--- config.mk ---
export PLATFORM = sky130hd
export DESIGN_NAME = rtc_core
export DESIGN_NICKNAME = d
export VERILOG_FILES = /design/src/rtl/rtc_pkg.sv /design/src/rtl/rtc_prescaler.sv /design/src/rtl/rtc_time_ctr.sv /design/src/rtl/rtc_date_ctr.sv /design/src/rtl/rtc_core.sv
export SDC_FILE = /design/constraint.sdc
export NUM_CORES = 1
export LEC_CHECK = 0
export ABC_AREA = 1
export CAP_MARGIN = 20
export CORE_MARGIN = 1.5
export CORE_UTILIZATION = 60
export CTS_CLUSTER_SIZE = 14
export DETAILED_ROUTE_END_ITERATION = 16
export GPL_ROUTABILITY_DRIVEN = 0
export PLACE_DENSITY_LB_ADDON = 0.2
export SLEW_MARGIN = 15
export SYNTH_ARGS = -nofsm -noshare
export SYNTH_HDL_FRONTEND = slang
export SYNTH_HIERARCHICAL = 1
export SYNTH_SLANG_ARGS = --single-unit
export TNS_END_PERCENT = 50
--- constraint.sdc ---
create_clock -name clk -period 4.6 [get_ports clk]
set_input_delay 0.69 -clock clk [delete_from_list [all_inputs] [get_ports clk]]
set_output_delay 0.69 -clock clk [all_outputs]
set_load 0.01 [all_outputs]
--- src/rtl/rtc_pkg.sv ---
package rtc_pkg;
  typedef enum logic [2:0] {
    A_SEC = 3'd0, A_MIN = 3'd1, A_HOUR = 3'd2, A_DOW = 3'd3,
    A_DATE = 3'd4, A_MONTH = 3'd5, A_YEAR = 3'd6
  } rtc_addr_e;

  localparam logic [7:0] MSK_MIN   = 8'h7F;
  localparam logic [7:0] MSK_HOUR  = 8'h7F;
  localparam logic [7:0] MSK_DOW   = 8'h07;
  localparam logic [7:0] MSK_DATE  = 8'h3F;
  localparam logic [7:0] MSK_MONTH = 8'h1F;

  function automatic logic [7:0] bcd_inc(input logic [7:0] v);
    logic [7:0] r;
    if (v[3:0] == 4'd9) r = {v[7:4] + 4'd1, 4'd0};
    else                r = {v[7:4], v[3:0] + 4'd1};
    return r;
  endfunction

  function automatic logic [7:0] last_day(input logic [7:0] mon, input logic [7:0] yr);
    logic leap;
    logic [7:0] r;
    leap = yr[4] ? (yr[3:0] == 4'd2 || yr[3:0] == 4'd6)
                 : (yr[3:0] == 4'd0 || yr[3:0] == 4'd4 || yr[3:0] == 4'd8);
    case (mon)
      8'h02:                      r = leap ? 8'h29 : 8'h28;
      8'h04, 8'h06, 8'h09, 8'h11: r = 8'h30;
      default:                    r = 8'h31;
    endcase
    return r;
  endfunction
endpackage

--- src/rtl/rtc_prescaler.sv ---
module rtc_prescaler #(
  parameter int DIV = 32768
) (
  input  logic clk,
  input  logic rst_n,
  input  logic osc_en,
  input  logic halt,
  input  logic clr,
  output logic tick
);
  localparam int CW = (DIV > 1) ? $clog2(DIV) : 1;
  localparam logic [CW-1:0] LAST = CW'(DIV - 1);

  logic [CW-1:0] cnt;

  assign tick = osc_en && !halt && !clr && (cnt == LAST);

  always_ff @(posedge clk or negedge rst_n) begin
    if (!rst_n)                cnt <= '0;
    else if (clr)              cnt <= '0;
    else if (osc_en && !halt)  cnt <= (cnt == LAST) ? '0 : cnt + 1'b1;
  end

  AST_HALT_FREEZE: assert property (@(posedge clk) disable iff (!rst_n)
    halt && !clr |=> $stable(cnt));
  AST_CLR_RESTART: assert property (@(posedge clk) disable iff (!rst_n)
    clr |=> cnt == '0);
endmodule

--- src/rtl/rtc_time_ctr.sv ---
module rtc_time_ctr
  import rtc_pkg::*;
(
  input  logic       clk,
  input  logic       rst_n,
  input  logic       tick,
  input  logic       wr_en,
  input  logic [2:0] wr_addr,
  input  logic [7:0] wr_data,
  output logic [7:0] sec_q,
  output logic [7:0] min_q,
  output logic [7:0] hour_q,
  output logic       day_tick
);
  logic sec_wrap, min_wrap, hour_end;
  logic [7:0] hv, hinc, hour_nx;
  logic wr_sec, wr_min, wr_hour;

  assign wr_sec  = wr_en && wr_addr == A_SEC;
  assign wr_min  = wr_en && wr_addr == A_MIN;
  assign wr_hour = wr_en && wr_addr == A_HOUR;
  assign sec_wrap = sec_q[6:0] == 7'h59;
  assign min_wrap = min_q == 8'h59;

  always_comb begin
    if (hour_q[6]) begin
      hv   = {3'b000, hour_q[4:0]};
      hinc = bcd_inc(hv);
      hour_end = (hv == 8'h11) && hour_q[5];
      if (hv == 8'h12)      hour_nx = {2'b01, hour_q[5], 5'h01};
      else if (hv == 8'h11) hour_nx = {2'b01, ~hour_q[5], 5'h12};
      else                  hour_nx = {2'b01, hour_q[5], hinc[4:0]};
    end else begin
      hv   = {2'b00, hour_q[5:0]};
      hinc = bcd_inc(hv);
      hour_end = hv == 8'h23;
      hour_nx  = hour_end ? 8'h00 : {2'b00, hinc[5:0]};
    end
  end

  assign day_tick = tick && sec_wrap && min_wrap && hour_end;

  always_ff @(posedge clk or negedge rst_n) begin
    if (!rst_n) begin
      sec_q  <= 8'h00;
      min_q  <= 8'h00;
      hour_q <= 8'h00;
    end else begin
      if (wr_sec)    sec_q <= wr_data;
      else if (tick) sec_q <= {sec_q[7], sec_wrap ? 7'h00 : bcd_inc({1'b0, sec_q[6:0]})};
      if (wr_min)                min_q <= wr_data & MSK_MIN;
      else if (tick && sec_wrap) min_q <= min_wrap ? 8'h00 : bcd_inc(min_q);
      if (wr_hour)                           hour_q <= wr_data & MSK_HOUR;
      else if (tick && sec_wrap && min_wrap) hour_q <= hour_nx;
    end
  end

  AST_SEC_HOLD: assert property (@(posedge clk) disable iff (!rst_n)
    !tick && !wr_sec |=> $stable(sec_q));
  AST_MIN_HOLD: assert property (@(posedge clk) disable iff (!rst_n)
    !(tick && sec_wrap) && !wr_min |=> $stable(min_q));
  AST_MIDNIGHT: assert property (@(posedge clk) disable iff (!rst_n)
    day_tick && !wr_hour |=> (hour_q == 8'h00 || hour_q == 8'h52));
  AST_ZERO_BITS_T: assert property (@(posedge clk) disable iff (!rst_n)
    !min_q[7] && !hour_q[7]);
endmodule

--- src/rtl/rtc_date_ctr.sv ---
module rtc_date_ctr
  import rtc_pkg::*;
(
  input  logic       clk,
  input  logic       rst_n,
  input  logic       day_tick,
  input  logic       wr_en,
  input  logic [2:0] wr_addr,
  input  logic [7:0] wr_data,
  output logic [7:0] dow_q,
  output logic [7:0] date_q,
  output logic [7:0] month_q,
  output logic [7:0] year_q
);
  logic date_end, month_end;
  logic wr_dow, wr_date, wr_month, wr_year;

  assign wr_dow   = wr_en && wr_addr == A_DOW;
  assign wr_date  = wr_en && wr_addr == A_DATE;
  assign wr_month = wr_en && wr_addr == A_MONTH;
  assign wr_year  = wr_en && wr_addr == A_YEAR;
  assign date_end  = date_q == last_day(month_q, year_q);
  assign month_end = month_q == 8'h12;

  always_ff @(posedge clk or negedge rst_n) begin
    if (!rst_n) begin
      dow_q   <= 8'h01;
      date_q  <= 8'h01;
      month_q <= 8'h01;
      year_q  <= 8'h00;
    end else begin
      if (wr_dow)        dow_q <= wr_data & MSK_DOW;
      else if (day_tick) dow_q <= (dow_q == 8'h07) ? 8'h01 : dow_q + 8'h01;
      if (wr_date)       date_q <= wr_data & MSK_DATE;
      else if (day_tick) date_q <= date_end ? 8'h01 : bcd_inc(date_q);
      if (wr_month)                  month_q <= wr_data & MSK_MONTH;
      else if (day_tick && date_end) month_q <= month_end ? 8'h01 : bcd_inc(month_q);
      if (wr_year) year_q <= wr_data;
      else if (day_tick && date_end && month_end)
        year_q <= (year_q == 8'h99) ? 8'h00 : bcd_inc(year_q);
    end
  end

  AST_DOW_STEP: assert property (@(posedge clk) disable iff (!rst_n)
    day_tick && !wr_dow |=> dow_q != $past(dow_q));
  AST_DATE_LEGAL: assert property (@(posedge clk) disable iff (!rst_n)
    date_q != 8'h00 && month_q != 8'h00);
  AST_YEAR_HOLD: assert property (@(posedge clk) disable iff (!rst_n)
    !day_tick && !wr_year |=> $stable(year_q));
  AST_ZERO_BITS_D: assert property (@(posedge clk) disable iff (!rst_n)
    dow_q[7:3] == 5'd0 && date_q[7:6] == 2'd0 && month_q[7:5] == 3'd0);
endmodule

--- src/rtl/rtc_core.sv ---
module rtc_core
  import rtc_pkg::*;
#(
  parameter int DIV = 32768
) (
  input  logic       clk,
  input  logic       rst_n,
  input  logic       osc_en,
  input  logic       wr_en,
  input  logic [2:0] wr_addr,
  input  logic [7:0] wr_data,
  output logic [7:0] sec_o,
  output logic [7:0] min_o,
  output logic [7:0] hour_o,
  output logic [7:0] dow_o,
  output logic [7:0] date_o,
  output logic [7:0] month_o,
  output logic [7:0] year_o
);
  logic tick, day_tick, sec_load;

  assign sec_load = wr_en && wr_addr == A_SEC;

  rtc_prescaler #(.DIV(DIV)) u_pre (
    .clk(clk), .rst_n(rst_n), .osc_en(osc_en), .halt(sec_o[7]),
    .clr(sec_load), .tick(tick)
  );

  rtc_time_ctr u_time (
    .clk(clk), .rst_n(rst_n), .tick(tick), .wr_en(wr_en), .wr_addr(wr_addr),
    .wr_data(wr_data), .sec_q(sec_o), .min_q(min_o), .hour_q(hour_o),
    .day_tick(day_tick)
  );

  rtc_date_ctr u_date (
    .clk(clk), .rst_n(rst_n), .day_tick(day_tick), .wr_en(wr_en),
    .wr_addr(wr_addr), .wr_data(wr_data), .dow_q(dow_o), .date_q(date_o),
    .month_q(month_o), .year_q(year_o)
  );

  AST_HALT_STILL: assert property (@(posedge clk) disable iff (!rst_n)
    sec_o[7] && !wr_en |=> $stable(sec_o) && $stable(min_o) && $stable(date_o));
endmodule

==> flow_metrics.tcl, run 1 <==
set metrics [dict create \
    clkSinkCount 70 \
    slew_headroom 0.6604 \
    hpwl_um 8932 \
    vias_per_cell 5.469 \
    drt_iter0_drc 320 \
    initial_utilization 0.6119 \
    required_ns 4.84 \
    synthArstFlopShare 1.000 \
    avgSynthCellArea_um2 7.352 \
    nets 787 \
    path_cells "clkdlybuf4s50_1 > inv_1 > nand2_1 > nor2_1 > nor2_4 > inv_1 > nor2_1 > nand3_2 > nor2_4 > nand2_4 > nor4_1 > buf_4 > inv_1 > o21ai_4 > nand2_1 > nand2_1 > nand2_1" \
    crit_start "wr_addr[0]" \
    synthCells 677 \
    remaining_drc_errors 0 \
    grt_max_degree 47 \
    cpMostUsedCell "nand2_1" \
    grt_usage 0.2836 \
    ir_drop_v 0.0002805 \
    path_max_fanout 13 \
    io_pins 71 \
    rows 33 \
    die_x_um 94.08 \
    pwr-share-comb 0.368 \
    cts_setup_buffers 0 \
    fin_tns_setup_ns 0 \
    total_power_uw 2249 \
    period_share 0.7435 \
    firstDrtPassIters 6 \
    setup-violations-final 0 \
    coreArea_um2 8134 \
    die_area_um2 8851 \
    insertion_delay_ns 0.35 \
    p_sw_uw 850.3 \
    end_kind "flip-flop" \
    clockRootBuffer "clkbuf_8" \
    p_sw_frac 0.3781 \
    critPathLaunchType "input port" \
    area_delta_synth_final_pct 19.96 \
    cts-htree-levels 3 \
    ys_ff_latch 70 \
    synth_common_cells "nand2_1, inv_1, dfrtp_1, nor2_1, nand3_1" \
    cts_tree "built" \
    cts_resized 0 \
    antenna_found_initial 0 \
    syn-num-nets 711 \
    yosys.area.top_type "dfrtp_1" \
    criticalPathCategory "in -> reg" \
    vias 4720 \
    yosysWarnings 6 \
    ant_nets 0 \
    power_leakage_uw 0.002874 \
    place_ws_ns 0.8815 \
    cts_inserted_buffers 9 \
    pwr-share-seq 0.404 \
    status "finished, final reports clean" \
    drv_cap 0 \
    synth_top_area_frac 0.3369 \
    fin_skew_ns 0.008764 \
    antenna_cells 0 \
    ys_seq_area_frac 0.3527 \
    drive_above_1_share 0.1187 \
    p_int_uw 1398 \
    powerDensity_nw_per_um2 376.6 \
    avgRoutedWirePerCell_um 14.06 \
    routed_wirelength_um 12130 \
    p_clk_frac 0.229 \
    io_buffer_count 69 \
    hold_path_class "in -> async" \
    cp_slowest_stage_delay_ns 0.67 \
    die_h_um 94.08 \
    r2r-start "u_pre/cnt[0]" \
    ctsHoldBuffers 0 \
    cp_slowest_cell "clkdlybuf4s50_1" \
    cts.path.max_buffers 2 \
    dp.cells 846 \
    synthTopCellsByArea "dfrtp_1, nand2_1, inv_1" \
    final-instance-count-excl-fill 863 \
    overflow 0 \
    synth_edf_count 0 \
    slew_violations 0 \
    arrival_ns 3.66 \
    tightest_slew_ns 0.5066 \
    syn_area_um2 4977 \
    rsz0062_at_grt "no" \
    worst_slack_ns 1.180 \
    grt_pass1_wl_um 19820 \
    ys.flop_type "dfrtp_1" \
    synth_cell_types 48 \
    synth.most_common_cell "nand2_1" \
    reg2reg_slack_ns 1.55 \
    clkSlewWorstSetupHoldPaths_ns 0.08 \
    first_global_vias 4454 \
    hold_violations 0 \
    layout_min_cycle_time_ns 3.420 \
    fmax_mhz 292.4 \
]
-- worst paths after layout --
path                                          end  cells after the start
worst max-delay path            u_date/month_q[7]                     17
worst min-delay path                 u_pre/cnt[5]                      1
worst max register to register  u_date/month_q[7]                     15
worst min register to register      u_pre/cnt[14]                      2
max in group asynchronous        u_date/date_q[0]                      2
min in group clk                    u_pre/cnt[14]                      2
-- final cells by class --
type | count | area, um^2
tap | 105 | 131.4
clock inverter | 3 | 42.54
multi-input combinational | 509 | 2819
fill | 638 | 2163
clock buffer | 13 | 158.9
sequential | 70 | 1755
inverter | 91 | 342.8
timing repair buffer | 72 | 720.7
-- routing by layer --
metal	wire (um)	share of wire	track usage
met5	0	0	0
met4	188	0.015	0.1119
met3	615	0.051	0.04126
met2	5791	0.48	0.4668
met1	5537	0.46	0.3749
-- logic make-up after synthesis --
family	Yosys count	synth area share
adder cells (fa/ha/maj)	19	0.04776
other	1	0.0007534
buffers and inverters	98	0.08094
AND/OR/NAND/NOR	382	0.3660
flip-flops	70	0.3527
AO/OA/AOI/OAI	81	0.1061
XOR/XNOR	26	0.04575
-- state kept, by name, summed over array words and instances, names as in the netlist --
register,cells
u_date/date_q,8
u_date/dow_q,8
u_date/year_q,8
u_time/sec_q,8
u_time/hour_q,7
u_time/min_q,8
u_date/month_q,8
u_pre/cnt,15
-- critical path: cells and delay by family --
family	cells	cell delay, ns
AOI/OAI and AO/OA	1	0.34
and+or+nand+nor	11	1.49
buffers and inverters	5	1.11
-- power by group through the flow --
stage | Clock, uW | Combinational [uW] | Sequential (uW)
6_report | 514 | 827 | 908
5_1_grt | 550 | 915 | 928
4_1_cts | 527 | 821 | 907
3_5_place_dp | 0 | 813 | 918
3_3_place_gp | 0 | 792 | 911
2_1_floorplan | 0 | 479 | 917
-- stage by stage --
step | cell area, um^2 | hold WS (ns) | util
3_3_place_gp | 5749 | 0.4920 | 0.7068
6_report | 5971 | 0.2317 | 0.7340
2_1_floorplan | 4977 | 0.3944 | -
4_1_cts | 5951 | 0.5177 | 0.7316
3_5_place_dp | 5749 | 0.4997 | 0.7068
5_1_grt | 5971 | 0.2264 | 0.7340
-- layout by cell type, fill, tap and decap left out, types with 2 or more instances in the layout --
cell / Yosys / routed
nand2_4: 7 / 7
nor2_1: 58 / 58
o21ai_0: 26 / 26
nand2_1: 208 / 208
inv_1: 78 / 78
clkdlybuf4s50_1: 0 / 68
clkinv_2: 1 / 2
inv_2: 12 / 12
ha_1: 19 / 19
nor3_2: 2 / 2
buf_4: 2 / 2
nand4_1: 5 / 5
nand2_2: 10 / 10
xor2_1: 16 / 16
nand3_4: 2 / 2
nor2_2: 6 / 6
o22ai_2: 3 / 3
o22ai_1: 11 / 11
a31oi_1: 3 / 3
dfrtp_1: 67 / 67
o21ai_2: 7 / 7
nand3_2: 5 / 5
nand3_1: 55 / 55
nor3b_1: 2 / 2
clkbuf_1: 1 / 2
o211ai_1: 7 / 7
xnor2_1: 10 / 10
nor4_1: 2 / 2
o21ai_1: 7 / 7
dfstp_2: 3 / 3
nor3_1: 5 / 5
nor2_4: 11 / 11
clkbuf_8: 0 / 11
nand3b_1: 2 / 2
a21oi_1: 8 / 8
Power figures use the tool's default switching activity.
==> run 2, diff against run 1 <==
CORE_UTILIZATION = 56   (was 60)
clock period = 3.3 ns   (was 4.6 ns; I/O delays follow)
==> flow_metrics.tcl, run 2 (synthesis gave the netlist of run 1 again) <==
set metrics [dict create \
    end_kind "flip-flop" \
    powerDensity_nw_per_um2 528.3 \
    crit_start "u_pre/cnt[0]" \
    cts_inserted_buffers 9 \
    largest_reg_flops 15 \
    rows 34 \
    vias 4724 \
    nets 791 \
    initial_utilization 0.5735 \
    slew_headroom 0.5558 \
    overflow 0 \
    reg2regPathDepth 15 \
    hold_violations 0 \
    layout_min_cycle_time_ns 2.902 \
    die_h_um 97.28 \
    insertion_delay_ns 0.35 \
    worst_slack_ns 0.3981 \
    p_sw_frac 0.3754 \
    io_pins 71 \
    routed_wirelength_um 12050 \
    dp.cells 854 \
    power_leakage_uw 0.002903 \
    final_cell_mix "nand2_1, inv_1, clkdlybuf4s50_1" \
    cts-htree-levels 3 \
    cts.path.max_buffers 2 \
    avgRoutedWirePerCell_um 13.84 \
    io_buffer_count 69 \
    grt_usage 0.2653 \
    clockRootBuffer "clkbuf_8" \
    hold_path_class "in -> async" \
    grt_max_degree 43 \
    drv_cap 0 \
    path_max_fanout 12 \
    criticalPathCategory "reg -> reg" \
    arrival_ns 3.14 \
    ant_nets 0 \
    coreArea_um2 8678 \
    p_int_uw 1990 \
    grt_pass1_wl_um 20780 \
    p_clk_frac 0.242 \
    place_ws_ns 0.1149 \
    clkSlewWorstSetupHoldPaths_ns 0.08 \
    pwr-share-seq 0.395 \
    antenna_found_initial 0 \
    required_ns 3.54 \
    status "finished, final reports clean" \
    pwr-share-comb 0.363 \
    rsz0062_at_grt "no" \
    vias_per_cell 5.430 \
    whs_ns 0.1678 \
    area_delta_synth_final_pct 21.17 \
    drive_above_1_share 0.1286 \
    die_x_um 97.28 \
    cts_setup_buffers 0 \
    clkSinkCount 70 \
    fmax_mhz 344.6 \
    first_global_vias 4513 \
    slew_violations 0 \
    hpwl_um 9046 \
    cts_tree "built" \
    ir_drop_v 0.0004011 \
    drt_iter0_drc 395 \
    r2r-start "u_pre/cnt[0]" \
    die_area_um2 9462 \
    ctsHoldBuffers 0 \
    top_register "u_pre/cnt" \
    reg2reg_slack_ns 0.40 \
    tightest_slew_ns 0.6663 \
    postLayoutCoreUtil 0.6949 \
    final-instance-count-excl-fill 870 \
    fin_tns_setup_ns 0 \
    period_share 0.8794 \
    final_common_cell "nand2_1" \
    antenna_cells 0 \
    remaining_drc_errors 0 \
    fin_skew_ns 0.008687 \
    p_sw_uw 1196 \
    setup-violations-final 0 \
    critPathLaunchType "flip-flop" \
    firstDrtPassIters 5 \
]
-- run 2: power groups by stage --
stage | logic (uW) | clock network [uW] | registers [uW]
after floorplan | 667 | 0 | 1280
after global placement | 1120 | 0 | 1270
after detailed placement | 1140 | 0 | 1270
after CTS | 1150 | 789 | 1260
after global routing | 1290 | 829 | 1290
final | 1160 | 772 | 1260
-- run 2: final timing paths --
| check | endpoint |
|---|---|
| max in group asynchronous | u_date/date_q[0] |
| worst max register to register | u_date/year_q[7] |
| min in group clk | u_pre/cnt[7] |
| worst min register to register | u_pre/cnt[7] |
| worst max-delay path | u_date/year_q[7] |
| worst min-delay path | u_pre/cnt[10] |
-- run 2: what timing repair did --
| action | CTS | global route |
|---|---|---|
| hold endpoints to repair | 0 | 0 |
| gates resized for setup | 0 | 2 |
| endpoints found under the setup margin | 0 | 3 |
-- run 2: worst max-delay path, stage by stage, from the launching register on --
cell,delay [ns]
dfrtp_1,0.44
ha_1,0.24
nand2_2,0.08
nor2_4,0.16
nand4_4,0.16
nor2_2,0.17
nand3_2,0.11
nor2_4,0.19
nand2_4,0.11
nor4_1,0.23
buf_4,0.20
nand4_1,0.09
nand2_1,0.28
nand2_1,0.18
nand2_1,0.09
nand2_1,0.05
-- run 2: layer usage --
layer,share of wire,vias up,GRT usage,wire (um)
met5,0,-,0,0
met1,0.45,2190,0.3598,5374
met2,0.48,177,0.4357,5722
li1,-,2332,-,-
met3,0.057,25,0.03381,685
met4,0.022,0,0.1000,262
-- run 2: metrics by stage --
stage | area, um^2 | power, uW
after floorplan | 4977 | 1946
after global placement | 5803 | 2385
after detailed placement | 5803 | 2416
after CTS | 6026 | 3200
after global routing | 6031 | 3408
final | 6031 | 3186
-- run 2: final cells by class --
type	instances	area, um^2
Multi-Input combinational cell	509	2824
Fill cell	748	2648
Sequential cell	70	1755
Clock buffer	9	123.9
Inverter	91	342.8
Clock inverter	7	98.84
Tap cell	108	135.1
Timing Repair Buffer	76	750.7
==> run 3, diff against run 2 <==
CTS_BUF_LIST = sky130_fd_sc_hd__clkbuf_16   (was unset)
SLEW_MARGIN = 25   (was 15)
==> flow_metrics.tcl, run 3 (synthesis gave the netlist of run 1 again) <==
set metrics [dict create \
    largest_reg_flops 15 \
    cp.depth 17 \
    reg2regPathDepth 17 \
    routed_wirelength_um 12340 \
    end_kind "flip-flop" \
    slew_violations 0 \
    setup-violations-final 0 \
    top_register "u_pre/cnt" \
    dp.cells 854 \
    coreArea_um2 8678 \
    layout_min_cycle_time_ns 2.906 \
    place_ws_ns 0.1149 \
    avgRoutedWirePerCell_um 14.19 \
    required_ns 3.57 \
    antenna_cells 0 \
    cts_tree "built" \
    overflow 0 \
    critPathLaunchType "flip-flop" \
    antenna_found_initial 0 \
    hold_violations 0 \
    finish.instance_area_um2 6132 \
    hold_path_class "in -> async" \
    drv_cap 0 \
    rows 34 \
    cp_slowest_stage_delay_ns 0.43 \
    ant_nets 0 \
    ctsHoldBuffers 0 \
    die_area_um2 9462 \
    rsz0062_at_grt "no" \
    final_common_cell "nand2_1" \
    drt_iter0_drc 390 \
    area_delta_synth_final_pct 23.20 \
    fin_skew_ns 0.007625 \
    initial_utilization 0.5735 \
    clkSinkCount 70 \
    worst-path-buf-inv 3 \
    path_max_fanout 7 \
    grt_pass1_wl_um 21270 \
    tightest_slew_ns 0.6736 \
    worst_slack_ns 0.3944 \
    die_h_um 97.28 \
    final-instance-count-excl-fill 870 \
    path_cells "ha_1 > nand2_2 > nor2_4 > nand4_4 > nor2_2 > nand3_2 > nor2_4 > nand2_4 > nor4_1 > buf_4 > nor2_1 > inv_2 > nand3_1 > inv_1 > nand2_1 > a21oi_1 > o21a_1" \
    cts_inserted_buffers 9 \
    final_cell_mix "nand2_1, inv_1, clkdlybuf4s50_1" \
    insertion_delay_ns 0.33 \
    cp_slowest_cell "dfrtp_1" \
    nets 791 \
    period_share 0.8805 \
    vias_per_cell 5.483 \
    clkSlewWorstSetupHoldPaths_ns 0.06 \
    io_pins 71 \
    power_leakage_uw 0.002949 \
    ir_drop_v 0.0003655 \
    cts_setup_buffers 0 \
    powerDensity_nw_per_um2 564.9 \
    grt_max_degree 43 \
    regToRegEndpoint "u_date/dow_q[7]" \
    die_x_um 97.28 \
    drive_above_1_share 0.1286 \
    cts-htree-levels 3 \
    r2r-start "u_pre/cnt[0]" \
    clockRootBuffer "clkbuf_16" \
    fmax_mhz 344.2 \
    io_buffer_count 69 \
    criticalPathCategory "reg -> reg" \
    remaining_drc_errors 0 \
    grt_usage 0.2722 \
    status "finished, final reports clean" \
    hpwl_um 9046 \
    slew_headroom 0.5510 \
    fin_tns_setup_ns 0 \
    firstDrtPassIters 6 \
    vias 4770 \
    first_global_vias 4555 \
    fillers 721 \
    placed_area_um2 5803 \
    cpMostUsedCell "nor2_4" \
    reg2reg_slack_ns 0.39 \
    cts.path.max_buffers 2 \
    arrival_ns 3.18 \
    cp_top_family "simple AND/OR/NAND/NOR gates" \
]
## run 3: worst register-to-register path, stage by stage, from the launching register on
cell and delay [ns]:
dfrtp_1 0.43, ha_1 0.24, nand2_2 0.08, nor2_4 0.16, nand4_4 0.17, nor2_2 0.17, nand3_2 0.11, nor2_4 0.19
nand2_4 0.11, nor4_1 0.24, buf_4 0.20, nor2_1 0.11, inv_2 0.15, nand3_1 0.08, inv_1 0.07, nand2_1 0.06
a21oi_1 0.14, o21a_1 0.13
## run 3: area by class of cell
class	instances	area (um^2)	area share
Clock buffer	9	225.2	0.03673
Clock inverter	7	98.84	0.01612
Inverter	91	342.8	0.05591
Sequential cell	70	1755	0.2863
Timing Repair Buffer	76	750.7	0.1224
Multi-Input combinational cell	509	2824	0.4605
Tap cell	108	135.1	0.02204
## run 3: worst max path at each step
stage            startpoint               end  slack (ns)
6_report       u_pre/cnt[0]   u_date/dow_q[7]        0.39
2_1_floorplan  u_pre/cnt[0]   u_date/dow_q[7]        0.37
3_3_place_gp     wr_addr[0]  u_date/year_q[4]        0.23
5_1_grt        u_pre/cnt[0]   u_date/dow_q[7]        0.05
4_1_cts        u_pre/cnt[0]  u_date/date_q[4]        0.31
3_5_place_dp          wr_en  u_date/date_q[7]        0.11
## run 3: power breakdown
group	leakage, uW	switching (uW)	internal (uW)
clock network	0.000156	378	664
registers	0.000903	236	1030
logic	0.00189	622	539
## run 3: repair_timing
item | 4_1_cts | 5_1_grt
endpoints found under the setup margin | 0 | 4
gates resized for setup | 0 | 2
endpoints found under the hold margin | 0 | 0
## run 3: through the flow
step                hold WS, ns  utilization  total power [uW]
floorplan                0.1994            -              1946
global placement         0.4959       0.6687              2385
detailed placement       0.5033       0.6687              2416
CTS                      0.2200       0.7060              3474
global route             0.2481       0.7066              3690
finish                   0.1935       0.7066              3464
## run 3: per-layer routing
metal / global-route usage / up-vias / part of all wire
met5: 0 / - / 0
met4: 0.09231 / 0 / 0.019
met3: 0.04604 / 22 / 0.067
met2: 0.4513 / 192 / 0.48
met1: 0.3624 / 2221 / 0.44
li1: - / 2335 / -
